## src/rtl/owm_pkg.sv

```systemverilog
// Shared encodings for the single-line bus master.
// Assumes a two-bit command code at the block's edge.
package owm_pkg;

    typedef enum logic [1:0] {
        OP_NONE  = 2'b00,
        OP_RESET = 2'b01,
        OP_WRITE = 2'b10,
        OP_READ  = 2'b11
    } owm_op_e;

    typedef enum logic [1:0] {
        ST_IDLE  = 2'b00,
        ST_RESET = 2'b01,
        ST_SLOT  = 2'b10
    } owm_state_e;

endpackage

```

## src/rtl/owm_timer.sv

```systemverilog
// Phase counter: counts clock cycles inside the current reset window or slot.
// Assumes the sequencer clears it at every phase start; it holds while idle.
module owm_timer #(
    parameter int CW = 8
) (
    input  logic          clk,
    input  logic          rst_n,
    input  logic          clear,
    input  logic          run,
    output logic [CW-1:0] cnt
);

    // Advance while a command is running; restart on clear.
    always_ff @(posedge clk) begin
        if (!rst_n)
            cnt <= '0;
        else if (clear)
            cnt <= '0;
        else if (run)
            cnt <= cnt + 1'b1;
    end

endmodule

```

## src/rtl/owm_shifter.sv

```systemverilog
// LSB-first byte shifter shared by writes and reads.
// Bit 0 is the bit of the current slot. Each shift moves the next bit
// into position 0 and enters the sampled bit at the top.
module owm_shifter #(
    parameter int W = 8
) (
    input  logic         clk,
    input  logic         rst_n,
    input  logic         load,
    input  logic [W-1:0] load_val,
    input  logic         shift,
    input  logic         shift_in,
    output logic [W-1:0] data
);

    // Load at command start, shift right at every slot end.
    always_ff @(posedge clk) begin
        if (!rst_n)
            data <= '0;
        else if (load)
            data <= load_val;
        else if (shift)
            data <= {shift_in, data[W-1:1]};
    end

endmodule

```

## src/rtl/owm_seq.sv

```systemverilog
// Sequencer for the bus master: command acceptance, reset/presence window,
// slot timing, sampling points and strong-pullup flag.
// Assumes cnt restarts at 0 in the first cycle of each phase and that
// RD_SMP_CYC < SLOT_CYC+REC_CYC-1 and LOW0_CYC <= SLOT_CYC.
module owm_seq
    import owm_pkg::*;
#(
    parameter int RST_LOW_CYC  = 48000,
    parameter int RST_WIN_CYC  = 48000,
    parameter int PRES_DLY_CYC = 7000,
    parameter int LOW1_CYC     = 600,
    parameter int LOW0_CYC     = 6000,
    parameter int RD_SMP_CYC   = 1500,
    parameter int SLOT_CYC     = 6000,
    parameter int REC_CYC      = 100,
    parameter int BYTE_W       = 8,
    parameter int CW           = 18
) (
    input  logic          clk,
    input  logic          rst_n,
    input  logic          cmd_valid,
    input  logic [1:0]    cmd_op,
    input  logic          cmd_spu,
    input  logic          spu_off,
    input  logic          bus_in,
    input  logic [CW-1:0] cnt,
    input  logic          cur_bit,
    output logic          tmr_clr,
    output logic          sh_load,
    output logic          sh_fill,
    output logic          sh_shift,
    output logic          samp_bit,
    output logic          rx_commit,
    output logic          bus_low,
    output logic          busy,
    output logic          done,
    output logic          presence,
    output logic          spu_en
);

    localparam int BW = (BYTE_W > 1) ? $clog2(BYTE_W) : 1;
    localparam logic [CW-1:0] RST_REL  = CW'(RST_LOW_CYC);
    localparam logic [CW-1:0] RST_SMP  = CW'(RST_LOW_CYC + PRES_DLY_CYC);
    localparam logic [CW-1:0] RST_END  = CW'(RST_LOW_CYC + RST_WIN_CYC - 1);
    localparam logic [CW-1:0] SLOT_END = CW'(SLOT_CYC + REC_CYC - 1);
    localparam logic [CW-1:0] RD_AT    = CW'(RD_SMP_CYC);
    localparam logic [CW-1:0] LOW1_C   = CW'(LOW1_CYC);
    localparam logic [CW-1:0] LOW0_C   = CW'(LOW0_CYC);
    localparam logic [BW-1:0] LAST_IDX = BW'(BYTE_W - 1);

    owm_state_e    state;
    owm_op_e       op;
    logic [BW-1:0] bit_idx;
    logic          is_read;
    logic          spu_req;
    logic          accept;
    logic          slot_end;
    logic          last_bit;

    assign op       = owm_op_e'(cmd_op);
    assign accept   = cmd_valid && (state == ST_IDLE) && !spu_en && (op != OP_NONE);
    assign slot_end = (state == ST_SLOT) && (cnt == SLOT_END);
    assign last_bit = (bit_idx == LAST_IDX);
    assign busy     = (state != ST_IDLE);

    // Datapath strobes derived from acceptance and slot boundaries.
    always_comb begin
        tmr_clr   = accept || slot_end;
        sh_load   = accept && (op != OP_RESET);
        sh_fill   = (op == OP_READ);
        sh_shift  = slot_end;
        rx_commit = slot_end && last_bit && is_read;
    end

    // Open-drain enable: low during the reset pulse or the head of a slot.
    always_comb begin
        bus_low = 1'b0;
        if (state == ST_RESET)
            bus_low = (cnt < RST_REL);
        else if (state == ST_SLOT)
            bus_low = (cnt < (cur_bit ? LOW1_C : LOW0_C));
    end

    // Phase sequencing, sample capture, completion pulse and pullup flag.
    always_ff @(posedge clk) begin
        if (!rst_n) begin
            state    <= ST_IDLE;
            bit_idx  <= '0;
            is_read  <= 1'b0;
            spu_req  <= 1'b0;
            samp_bit <= 1'b0;
            done     <= 1'b0;
            presence <= 1'b0;
            spu_en   <= 1'b0;
        end else begin
            done <= 1'b0;
            if (spu_en && spu_off)
                spu_en <= 1'b0;
            unique case (state)
                ST_IDLE: begin
                    if (accept) begin
                        bit_idx <= '0;
                        is_read <= (op == OP_READ);
                        spu_req <= cmd_spu && (op == OP_WRITE);
                        state   <= (op == OP_RESET) ? ST_RESET : ST_SLOT;
                    end
                end
                ST_RESET: begin
                    if (cnt == RST_SMP)
                        presence <= !bus_in;
                    if (cnt == RST_END) begin
                        state <= ST_IDLE;
                        done  <= 1'b1;
                    end
                end
                ST_SLOT: begin
                    if (cnt == RD_AT)
                        samp_bit <= bus_in;
                    if (slot_end) begin
                        if (last_bit) begin
                            state <= ST_IDLE;
                            done  <= 1'b1;
                            if (spu_req)
                                spu_en <= 1'b1;
                        end else begin
                            bit_idx <= bit_idx + 1'b1;
                        end
                    end
                end
                default: state <= ST_IDLE;
            endcase
        end
    end

endmodule

```

## src/rtl/owm_master.sv

```systemverilog
// Top of the single-line bus master. It joins the sequencer, the phase
// counter and the byte shifter, and holds the received byte.
// Assumes an external pull-up resistor and an external open-drain driver
// controlled by bus_low. All timing is in clock cycles.
module owm_master #(
    parameter int RST_LOW_CYC  = 48000,
    parameter int RST_WIN_CYC  = 48000,
    parameter int PRES_DLY_CYC = 7000,
    parameter int LOW1_CYC     = 600,
    parameter int LOW0_CYC     = 6000,
    parameter int RD_SMP_CYC   = 1500,
    parameter int SLOT_CYC     = 6000,
    parameter int REC_CYC      = 100,
    parameter int BYTE_W       = 8
) (
    input  logic              clk,
    input  logic              rst_n,
    input  logic              cmd_valid,
    input  logic [1:0]        cmd_op,
    input  logic              cmd_spu,
    input  logic [BYTE_W-1:0] tx_byte,
    input  logic              spu_off,
    output logic              busy,
    output logic              done,
    output logic [BYTE_W-1:0] rx_byte,
    output logic              presence,
    output logic              bus_low,
    input  logic              bus_in,
    output logic              spu_en
);

    localparam int RST_TOT  = RST_LOW_CYC + RST_WIN_CYC;
    localparam int SLOT_TOT = SLOT_CYC + REC_CYC;
    localparam int MAX_TOT  = (RST_TOT > SLOT_TOT) ? RST_TOT : SLOT_TOT;
    localparam int CW       = $clog2(MAX_TOT) + 1;

    logic [CW-1:0]     cnt;
    logic [BYTE_W-1:0] sh_data;
    logic              tmr_clr;
    logic              sh_load;
    logic              sh_fill;
    logic              sh_shift;
    logic              samp_bit;
    logic              rx_commit;

    owm_seq #(
        .RST_LOW_CYC (RST_LOW_CYC),
        .RST_WIN_CYC (RST_WIN_CYC),
        .PRES_DLY_CYC(PRES_DLY_CYC),
        .LOW1_CYC    (LOW1_CYC),
        .LOW0_CYC    (LOW0_CYC),
        .RD_SMP_CYC  (RD_SMP_CYC),
        .SLOT_CYC    (SLOT_CYC),
        .REC_CYC     (REC_CYC),
        .BYTE_W      (BYTE_W),
        .CW          (CW)
    ) u_seq (
        .clk      (clk),
        .rst_n    (rst_n),
        .cmd_valid(cmd_valid),
        .cmd_op   (cmd_op),
        .cmd_spu  (cmd_spu),
        .spu_off  (spu_off),
        .bus_in   (bus_in),
        .cnt      (cnt),
        .cur_bit  (sh_data[0]),
        .tmr_clr  (tmr_clr),
        .sh_load  (sh_load),
        .sh_fill  (sh_fill),
        .sh_shift (sh_shift),
        .samp_bit (samp_bit),
        .rx_commit(rx_commit),
        .bus_low  (bus_low),
        .busy     (busy),
        .done     (done),
        .presence (presence),
        .spu_en   (spu_en)
    );

    owm_timer #(
        .CW(CW)
    ) u_timer (
        .clk  (clk),
        .rst_n(rst_n),
        .clear(tmr_clr),
        .run  (busy),
        .cnt  (cnt)
    );

    owm_shifter #(
        .W(BYTE_W)
    ) u_shift (
        .clk     (clk),
        .rst_n   (rst_n),
        .load    (sh_load),
        .load_val(sh_fill ? {BYTE_W{1'b1}} : tx_byte),
        .shift   (sh_shift),
        .shift_in(samp_bit),
        .data    (sh_data)
    );

    // Latch the assembled byte when a read's last slot ends.
    always_ff @(posedge clk) begin
        if (!rst_n)
            rx_byte <= '0;
        else if (rx_commit)
            rx_byte <= {samp_bit, sh_data[BYTE_W-1:1]};
    end

endmodule

```

## config.mk

```make
export PLATFORM = sky130hd
export DESIGN_NAME = owm_master
export DESIGN_NICKNAME = d
export VERILOG_FILES = /design/src/rtl/owm_pkg.sv /design/src/rtl/owm_timer.sv /design/src/rtl/owm_shifter.sv /design/src/rtl/owm_seq.sv /design/src/rtl/owm_master.sv
export SDC_FILE = /design/constraint.sdc
export NUM_CORES = 1
export LEC_CHECK = 0
export BUFFER_PORTS_ARGS = -buffer_cell sky130_fd_sc_hd__buf_2
export CAP_MARGIN = 25
export CORE_UTILIZATION = 52
export CTS_CLUSTER_SIZE = 10
export DETAILED_ROUTE_END_ITERATION = 7
export PLACE_DENSITY = 0.86
export SLEW_MARGIN = 40
export SYNTH_ARGS = -nofsm -noshare
export SYNTH_HDL_FRONTEND = slang
export SYNTH_SLANG_ARGS = --single-unit
```

## constraint.sdc

```tcl
create_clock -name clk -period 2.66 [get_ports clk]
set_clock_uncertainty 0.1 [all_clocks]
set_input_delay 0.532 -clock clk [delete_from_list [all_inputs] [get_ports clk]]
set_output_delay 0.532 -clock clk [all_outputs]
set_load 0.005 [all_outputs]
```

==> flow_summary_export.csv, run 1 <==
group,metric,value,unit
sta,drv_slew,0,
drt,drt-pass1-iter-count,4,
drt,residual_antenna_violating_net_count_after_detailed_routing,0,
worst_setup_path,setup.worst_path.class,"reg -> out",
layout,multi_input_area,1350,um^2
layout,mostFrequentLayoutCell,"dfxtp_1",
yosys,synth_adder_area_share,0.0590,
die,initial_core_util,0.563,
die,floorplan.die.height,69.0,um
yosys,yosysSeqAreaShare,0.386,
clock_tree,clock_tree.buffer_depth,2,
die,ioPinCount,29,
worst_setup_path,ff2ff_path_depth,7,
pwr,vdd_ir_drop_max,0.292,mV
worst_setup_path,critical_path_required,2030,ps
yosys,synth.cell_area,2330,um^2
worst_setup_path,critPathLaunchType,"flip-flop",
pwr,p_total,1.64,mW
layout,final_layout_size_suffix_gt1_frac,0.193,
hold_path,min_delay_path_depth,2,
yosys,synth.area.top_cells,"dfxtp_1, mux2i_1, ha_1",
drt,wl_per_cell,13.7,um
drt,drt_first_iter_violations,112,
worst_setup_path,crit_path_frequent_cell,"or3_4",
global_route,pin_count_of_the_biggest_net_entering_global_routing,27,
worst_setup_path,critPathSlowestCell,"or4b_4",
global_route,met1_resource_use_gr,0.277,
clock_tree,cts_root_buf,"clkbuf_8",
clock_tree,cts_tree,"built",
sta,maxSlewHeadroom,0.696,
placed_design,place.gp.congestion,0.952,
clock_tree,numCtsBuffers,5,
yosys,synth-xor-area-share,0.0638,
worst_setup_path,cp_cell_sequence,"or3_4 -> or4b_4 -> or3_4 -> or3_4 -> o221ai_4 -> buf_2",
sta,final.min_clock_period,3180,ps
yosys,netlist.top_cell.by_area,"dfxtp_1",
hold_path,worst_hold_path_type,"in -> reg",
worst_setup_path,critPathMaxStageDelay,530,ps
placed_design,dpl.hpwl,3510,um
sta,finalCritPeriodShare,1.19,
pwr,power_density,613,nW/um^2
layout,antenna_cells_inserted,0,
global_route,gr-usage-met3,0.0543,
sta,endpoints_failing_hold,0,
yosys,avgSynthCellArea,8.61,um^2
layout,seqCellArea,901,um^2
sta,timing.fmax,315,MHz
die,coreArea,4140,um^2
yosys,synth_fp_nets,298,
worst_setup_path,worst_ep_arrival_time,2540,ps
yosys,number_of_warnings_issued_by_yosys,0,
die,die_w,69.0,um
status,violations,"setup timing",
yosys,largest_family_of_logic_cells_by_synthesized_area,"simple AND/OR/NAND/NOR gates",
sta,worstMarginPinSlew,452,ps
sta,rsz0062_at_grt,"yes",
worst_setup_path,path_max_fanout,2,
global_route,grt_antenna_before_repair,0,
clock_tree,cts.clk_slew.worst_paths,90,ps
sta,final.setup.worst_slack,-516,ps
placed_design,numPortBuffers,28,
layout,filler_cell_count,347,
layout,layout.nets,331,
die,fp.dieArea,4760,um^2
drt,route.vias.total,1982,
drt,drt_wl_total,4880,um
clock_tree,worst_skew_pair.late_latency,310,ps
drt,avgViaCountPerCell,5.58,
yosys,synth_flop_cell,"dfxtp_1",
sta,setup-violations-final,1,
clock_tree,cts_hold_repair.buffers,0,
run,max-cap-violations,0,
global_route,gr-usage-all-layers,0.227,
yosys,async_flop_share,0,
global_route,grt_use_met2,0.380,
die,core.rowCount,23,
worst_setup_path,crit_path_end_kind,"primary output",
drt,number_of_drc_violations_after_detailed_routing,0,
sta,totalNegativeSetupSlack,-516,ps
global_route,grt_most_used_layer,"met2",
yosys,synth-seq-cells,45,
global_route,global_route.overflow_total,0,
status,run_status,"finished with violations",
global_route,number_of_global_route_vias_before_repair,1741,
yosys,syn_inst,271,
yosys,post_synth_num_cell_types,46,
pwr,cellLeakagePower,1.06,nW
yosys,post_synth_mux_area_share,0.0686,
yosys,compound_gate_portion_of_the_synthesized_area,0.0912,
yosys,synth-edff-count,0,
global_route,first_pass_grt_wire_length,7870,um
yosys,synth-simple-area-share,0.284,
clock_tree,cts_sinks,45,
clock_tree,number_of_h_tree_levels,2,
layout,area_growth_syn_to_layout,14.7,%
layout,layout.cells.most_common_list,"dfxtp_1, buf_2, nor2_1",
yosys,yosys.area.top_type_share,0.386,
[final timing paths]
| check | start | endpoint | slack [ps] |
|---|---|---|---|
| min reg2reg | rx_byte[4] | rx_byte[4] | 350 |
| min | spu_off | u_seq.spu_en | 310 |
| max | u_timer.cnt[13] | bus_low | -520 |
| max reg2reg | u_timer.cnt[13] | u_shift.data[7] | 180 |
[layer usage]
layer / up-vias / wire [um] / part of all wire
met4: 0 / 87 / 0.018
met3: 8 / 195 / 0.040
met2: 50 / 2410 / 0.49
li1: 1009 / - / -
met1: 915 / 2190 / 0.45
met5: - / 0 / 0
[layout make-up]
cell class,count,share of cell area
multi-input cells,202,0.504
clock inverters,3,0.00842
inverters,9,0.0126
clock buffers,5,0.0257
well taps,50,0.0234
flip-flops and latches,45,0.337
repair buffers,41,0.0888
[cell usage after synthesis (all sizes together), types with 2 or more instances]
library cell  instances
a21oi                10
a22oi                 2
a31oi                 2
and3                  3
and3b                 2
buf                   5
clkbuf                9
dfxtp                45
ha                   11
inv                   9
mux2i                16
nand2                24
nand2b                5
nand3                24
nand3b                3
nand4                 3
nand4b                4
nor2                 27
nor2b                 4
nor3                  3
nor4                  2
o21ai                22
or3                   4
or4b                  2
xnor2                 4
xor2                 13
[stage by stage]
stage | setup slack (ps) | cells | hold slack, ps | utilization | instance area [um^2]
final | -516 | 355 | 310 | 0.646 | 2680
after global routing | -560 | 355 | 311 | 0.646 | 2680
after CTS | -454 | 355 | 308 | 0.642 | 2660
after detailed placement | -112 | 347 | 349 | 0.617 | 2560
after global placement | -69.7 | 347 | 340 | 0.617 | 2560
after floorplan | -26.0 | 271 | 342 | - | 2330
[flip-flops by register name (all words and copies together), names as in the netlist]
signal,flops
u_seq.done,1
u_timer.cnt,18
u_seq.state,2
u_seq.bit_idx,3
u_seq.spu_en,1
u_seq.samp_bit,1
u_seq.presence,1
u_seq.is_read,1
u_shift.data,8
rx_byte,8
u_seq.spu_req,1
[where the power goes]
group,switching (mW),internal [mW]
clock,0.254,0.184
sequential,0.0367,0.717
combinational,0.236,0.213
total,0.527,1.11
[cells by family after synthesis]
logic type / Yosys count
AOI/OAI and AO/OA: 39
xor gates and xnor gates: 17
adders and majority gates: 11
buffers and inverters: 24
DFF: 45
muxes: 16
and+or+nand+nor: 119
[worst max-delay path, delay by kind of cell (launching register included)]
kind,cells,cell delay (ps)
AO/OA/AOI/OAI,1,150
flip-flops,1,320
AND/OR/NAND/NOR,4,1630
buffers and inverters,1,140
[what timing repair did]
action,CTS,global route
gates resized for setup,2,2
setup buffers,0,0
endpoints found under the setup margin,1,1
No activity file was read; power rests on OpenSTA's default activity.
==> run 2: changes to the inputs <==
--- a/config.mk
+++ b/config.mk
@@ -7,10 +7,10 @@
 export LEC_CHECK = 0
 export BUFFER_PORTS_ARGS = -buffer_cell sky130_fd_sc_hd__buf_2
 export CAP_MARGIN = 25
-export CORE_UTILIZATION = 52
+export CORE_UTILIZATION = 60
 export CTS_CLUSTER_SIZE = 10
 export DETAILED_ROUTE_END_ITERATION = 7
-export PLACE_DENSITY = 0.86
+export PLACE_DENSITY = 0.92
 export SLEW_MARGIN = 40
 export SYNTH_ARGS = -nofsm -noshare
 export SYNTH_HDL_FRONTEND = slang
==> constraint.sdc (replaced) <==
create_clock -name clk -period 4 [get_ports clk]
set_clock_uncertainty 0.1 [all_clocks]
set_input_delay 0.8 -clock clk [delete_from_list [all_inputs] [get_ports clk]]
set_output_delay 0.8 -clock clk [all_outputs]
set_load 0.005 [all_outputs]
==> run 2 against run 1 <==
Compared with the run above: the flow now finishes without violations; first-iteration DRC count up 71%; count of clock-buffer cells in the layout unchanged; sequential share of layout area increased by 1.6 points; sequential power decreased by 33%; setup slack improved by 1000 ps; final cell count is 3.9% lower; critical path depth is the same; global-route usage increased by 3.2 points; die area decreased by 13%; non-clock buffer count is 12 lower; clock power decreased by 36%; design area is 4.5% lower; largest power group unchanged.
==> flow_summary_export.csv, run 2 (same netlist as run 1, synthesis figures left out) <==
group,metric,value,unit
drt,avgViaCountPerCell,5.69,
layout,final_layout_size_suffix_gt1_frac,0.150,
die,core.rowCount,22,
drt,wl_per_cell,14.2,um
global_route,pin_count_of_the_biggest_net_entering_global_routing,43,
pwr,share_seq_of_total_power,0.486,
drt,drt_wl_total,4830,um
worst_setup_path,critical_path_required,3100,ps
worst_setup_path,critPathMaxStageDelay,560,ps
pwr,power_frac_comb,0.243,
layout,area_growth_syn_to_layout,9.49,%
clock_tree,cts_tree,"built",
worst_setup_path,crit_path_frequent_cell,"or3_1",
die,ioPinCount,29,
pwr,p_switching,323,uW
worst_setup_path,setup.worst_path.class,"reg -> out",
sta,final.min_clock_period,3470,ps
die,initial_core_util,0.633,
clock_tree,clock_tree.buffer_depth,2,
sta,maxSlewHeadroom,0.498,
layout,layout.nets,319,
clock_tree,cts.clk_slew.worst_paths,90,ps
global_route,gr-usage-all-layers,0.259,
worst_setup_path,cp_cell_sequence,"or3_4 -> or4b_4 -> or3_1 -> or3_1 -> o221ai_1 -> buf_2",
global_route,grt_most_used_layer,"met2",
global_route,grt_use_met2,0.405,
global_route,global_route.overflow_total,0,
die,coreArea,3690,um^2
sta,setup-violations-final,0,
hold_path,worst_hold_path_type,"reg -> reg",
layout,antenna_cells_inserted,0,
clock_tree,cts_root_buf,"clkbuf_8",
run,max-cap-violations,0,
layout,filler_cell_count,302,
global_route,number_of_global_route_vias_before_repair,1825,
worst_setup_path,crit_path_end_kind,"primary output",
clock_tree,post_cts.resized_instances,0,
pwr,vdd_ir_drop_max,0.290,mV
pwr,p_sw_frac,0.312,
worst_setup_path,worst_ep_arrival_time,2570,ps
worst_setup_path,path_max_fanout,4,
drt,route.vias.total,1940,
placed_design,numPortBuffers,28,
die,fp.dieArea,4140,um^2
sta,drv_slew,0,
layout,largestRegisters,"u_timer.cnt x18, rx_byte x8, u_shift.data x8",
placed_design,dpl.hpwl,3480,um
worst_setup_path,critPathSlowestCell,"or4b_4",
global_route,gr-usage-met3,0.0643,
clock_tree,worst_skew_pair.late_latency,300,ps
layout,mostFrequentLayoutCell,"dfxtp_1",
layout,largest_register_ffs,18,
layout,multi_input_area,1320,um^2
die,die_w,64.4,um
pwr,power_density,405,nW/um^2
global_route,grt_antenna_before_repair,0,
global_route,first_pass_grt_wire_length,8270,um
pwr,cellLeakagePower,0.997,nW
clock_tree,cts_setup_buffers,0,
clock_tree,cts_hold_repair.buffers,0,
drt,number_of_drc_violations_after_detailed_routing,0,
sta,rsz0062_at_grt,"no",
sta,totalNegativeSetupSlack,0,ps
pwr,power_frac_clock,0.271,
drt,drt-pass1-iter-count,4,
placed_design,place.gp.congestion,0.960,
worst_setup_path,worstPathBufferInverterCount,1,
sta,timing.fmax,288,MHz
layout,final_core_util,0.693,
status,run_status,"completed",
clock_tree,cts_sinks,45,
layout,registers.top_by_ff_count,"u_timer.cnt",
global_route,met1_resource_use_gr,0.334,
clock_tree,numCtsBuffers,5,
sta,finalCritPeriodShare,0.869,
layout,layout.cells.most_common_list,"dfxtp_1, buf_2, nor2_1",
worst_setup_path,critPathLaunchType,"flip-flop",
sta,hold_slack,363,ps
clock_tree,number_of_h_tree_levels,2,
layout,seqCellArea,901,um^2
sta,endpoints_failing_hold,0,
drt,residual_antenna_violating_net_count_after_detailed_routing,0,
die,floorplan.die.height,64.4,um
drt,drt_first_iter_violations,191,
pwr,power.internal,712,uW
sta,worstMarginPinSlew,747,ps
worst_setup_path,crit_family,"simple AND/OR/NAND/NOR gates",
run 2: changes by cell type in the layout (fill, tap and decap cells not counted):
| cell | delta |
|---|---|
| buf_4 | -12 |
| clkinvlp_4 | -2 |
| or3_1 | +2 |
| or3_4 | -2 |
| clkinv_2 | +1 |
| inv_6 | +1 |
| o221ai_1 | +1 |
| o221ai_4 | -1 |
run 2: area by class of cell:
| class | instances | area share |
|---|---|---|
| inverter | 9 | 0.0132 |
| sequential | 45 | 0.353 |
| tap | 48 | 0.0235 |
| timing repair buffer | 29 | 0.0578 |
| multi-input combinational | 202 | 0.518 |
| clock buffer | 5 | 0.0269 |
| clock inverter | 3 | 0.00833 |
run 2: power by group through the flow:
stage	Sequential [mW]	Clock, mW	Combinational, mW
finish	0.503	0.280	0.252
global route	0.507	0.307	0.281
CTS	0.502	0.290	0.252
detailed placement	0.512	0	0.250
global placement	0.510	0	0.244
floorplan	0.505	0	0.194
run 2: final timing paths:
path | startpoint | endpoint | slack (ps) | cells past startpoint
worst max-delay path | u_timer.cnt[13] | bus_low | 530 | 6
worst min-delay path | rx_byte[0] | rx_byte[0] | 360 | 2
worst max register to register | u_timer.cnt[13] | u_timer.cnt[14] | 1460 | 6
worst min register to register | rx_byte[0] | rx_byte[0] | 360 | 2
run 2: through the flow:
stage	power [mW]	instance area, um^2	worst slack, ps	std cells
floorplan	0.699	2330	1050	271
global placement	0.754	2460	905	333
detailed placement	0.763	2460	870	333
CTS	1.04	2550	528	341
global route	1.10	2550	435	341
finish	1.04	2550	525	341
run 2: routing by layer:
layer  up-vias  share of wire  wire, um
li1        988              -         -
met1       874           0.46      2240
met2        64           0.46      2230
met3        14          0.054       260
met4         0          0.021       100
met5         -              0         0
run 2: worst min-delay path, stage by stage, from the launching register on:
cell and delay [ps]:
dfxtp_1 320, nand2_1 50, o21ai_0 60
==> run 3: changes to the inputs <==
==> constraint.sdc (replaced) <==
create_clock -name clk -period 4.15 [get_ports clk]
set_clock_uncertainty 0.1 [all_clocks]
set_input_delay 0.83 -clock clk [delete_from_list [all_inputs] [get_ports clk]]
set_output_delay 0.83 -clock clk [all_outputs]
set_load 0.005 [all_outputs]
==> run 3 against run 2 <==
Compared with the run above: sequential cell count stayed put; count of clock-buffer cells in the layout is the same; global-route usage increased by 0.83 points; largest cell class unchanged; largest power group unchanged; critical endpoint unchanged; via count rose by 6.5%; hold slack worse by 1.9 ps; routed wire length up 6.0%; sequential share of layout area fell by 0.59 points; total power increased by 8.3%; register-to-register slack improved by 170 ps; highest routed layer unchanged; clock power up 39%.
==> flow_summary_export.csv, run 3 (same netlist as run 1, synthesis figures left out) <==
group,metric,value,unit
clock_tree,number_of_h_tree_levels,2,
die,initial_core_util,0.633,
clock_tree,cts_root_buf,"clkbuf_8",
worst_setup_path,setup.worst_path.class,"reg -> out",
sta,worstMarginPinSlew,774,ps
worst_setup_path,critPathLaunchType,"flip-flop",
die,fp.dieArea,4140,um^2
layout,antenna_cells_inserted,0,
clock_tree,cts_tree,"built",
die,ioPinCount,29,
sta,final.min_clock_period,3490,ps
layout,largest_register_ffs,18,
global_route,grt_use_met2,0.428,
global_route,number_of_global_route_vias_before_repair,1897,
sta,rsz0062_at_grt,"no",
global_route,pin_count_of_the_biggest_net_entering_global_routing,43,
worst_setup_path,path_max_fanout,4,
pwr,power.internal,806,uW
clock_tree,cts_sinks,45,
layout,mostFrequentLayoutCell,"dfxtp_1",
clock_tree,cts_setup_buffers,0,
clock_tree,clock_tree.buffer_depth,2,
clock_tree,worst_skew_pair.late_latency,300,ps
layout,multi_input_area,1320,um^2
hold_path,min_delay_path_depth,2,
layout,largestRegisters,"u_timer.cnt x18, rx_byte x8, u_shift.data x8",
pwr,power_frac_clock,0.346,
hold_path,worst_hold_path_type,"reg -> reg",
placed_design,place.gp.congestion,0.938,
worst_setup_path,critPathSlowestCell,"or4b_4",
global_route,global_route.overflow_total,0,
clock_tree,post_cts.resized_instances,0,
run,max-cap-violations,0,
drt,avgViaCountPerCell,6.06,
sta,setup-violations-final,0,
pwr,power_density,432,nW/um^2
global_route,first_pass_grt_wire_length,8590,um
drt,number_of_drc_violations_after_detailed_routing,0,
drt,residual_antenna_violating_net_count_after_detailed_routing,0,
drt,wl_per_cell,15.0,um
worst_setup_path,critical_path_cell_count,6,
sta,hold_slack,361,ps
sta,endpoints_failing_hold,0,
clock_tree,cts_hold_repair.buffers,0,
worst_setup_path,worstPathBufferInverterCount,1,
global_route,grt_most_used_layer,"met2",
pwr,vdd_ir_drop_max,0.283,mV
sta,timing.fmax,286,MHz
pwr,p_switching,315,uW
worst_setup_path,crit_family,"simple AND/OR/NAND/NOR gates",
layout,area_growth_syn_to_layout,11.4,%
pwr,cellLeakagePower,1.02,nW
worst_setup_path,worst_ep_arrival_time,2560,ps
layout,layout.nets,319,
worst_setup_path,ff2ff_path_depth,6,
worst_setup_path,critical_path_required,3220,ps
layout,filler_cell_count,280,
worst_setup_path,crit_path_end_kind,"primary output",
clock_tree,numCtsBuffers,5,
drt,route.vias.total,2066,
layout,registers.top_by_ff_count,"u_timer.cnt",
layout,layout.cells.most_common_list,"dfxtp_1, buf_2, nor2_1",
global_route,grt_antenna_before_repair,0,
sta,drv_slew,0,
sta,finalCritPeriodShare,0.842,
worst_setup_path,crit_path_frequent_cell,"or3_1",
die,coreArea,3690,um^2
die,core.rowCount,22,
layout,final_layout_size_suffix_gt1_frac,0.150,
placed_design,numPortBuffers,28,
pwr,share_seq_of_total_power,0.431,
drt,drt_first_iter_violations,156,
placed_design,dpl.hpwl,3560,um
die,die_w,64.4,um
sta,totalNegativeSetupSlack,0,ps
layout,seqCellArea,901,um^2
status,run_status,"completed",
pwr,power_frac_comb,0.222,
drt,drt_wl_total,5120,um
clock_tree,cts.clk_slew.worst_paths,80,ps
drt,drt-pass1-iter-count,6,
global_route,gr-usage-all-layers,0.267,
sta,maxSlewHeadroom,0.480,
worst_setup_path,cp_cell_sequence,"or3_4 -> or4b_4 -> or3_1 -> or3_1 -> o221ai_1 -> buf_2",
worst_setup_path,critPathMaxStageDelay,560,ps
global_route,met1_resource_use_gr,0.356,
die,floorplan.die.height,64.4,um
pwr,p_sw_frac,0.281,
global_route,gr-usage-met3,0.0500,
run 3: changes by cell type in the layout (fill, tap and decap cells not counted):
cell and delta:
bufinv_16 +2, clkinvlp_4 -1, inv_6 -1
run 3: per-stage QoR:
step                worst slack (ps)   util  area (um^2)  total power, mW  instances
floorplan                       1170      -         2330            0.674        271
finish                           656  0.705         2600             1.12        341
global route                     552  0.705         2600             1.17        341
global placement                1020  0.668         2460            0.727        333
detailed placement               987  0.668         2460            0.736        333
CTS                              649  0.705         2600             1.12        341
run 3: metal layers:
metal,wire length [um],vias up
met1,2320,982
li1,-,991
met4,87,0
met3,297,12
met2,2420,81
met5,0,-
run 3: worst paths after layout:
kind | slack, ps | to | start
setup reg to reg | 1630 | u_timer.cnt[6] | u_timer.cnt[13]
setup / recovery | 660 | bus_low | u_timer.cnt[13]
hold / removal | 360 | rx_byte[5] | rx_byte[5]
hold reg to reg | 360 | rx_byte[5] | rx_byte[5]
run 3: tightest hold or removal path, delay by kind of cell (launching register included):
kind	cells	cell delay, ps
AO/OA/AOI/OAI	1	60
AND/OR/NAND/NOR	1	50
flip-flops	1	320
run 3: area by class of cell:
type	count	share of cell area
multi-input combinational	202	0.509
sequential	45	0.347
timing repair buffer	29	0.0568
clock buffer	5	0.0265
clock inverter	3	0.0250
tap	48	0.0231
inverter	9	0.0130
run 3: power groups by stage:
stage | clock (mW) | combinational (mW) | sequential [mW]
after global routing | 0.404 | 0.278 | 0.489
after floorplan | 0 | 0.187 | 0.486
after detailed placement | 0 | 0.242 | 0.493
after global placement | 0 | 0.235 | 0.492
final | 0.389 | 0.249 | 0.484
after CTS | 0.389 | 0.247 | 0.483
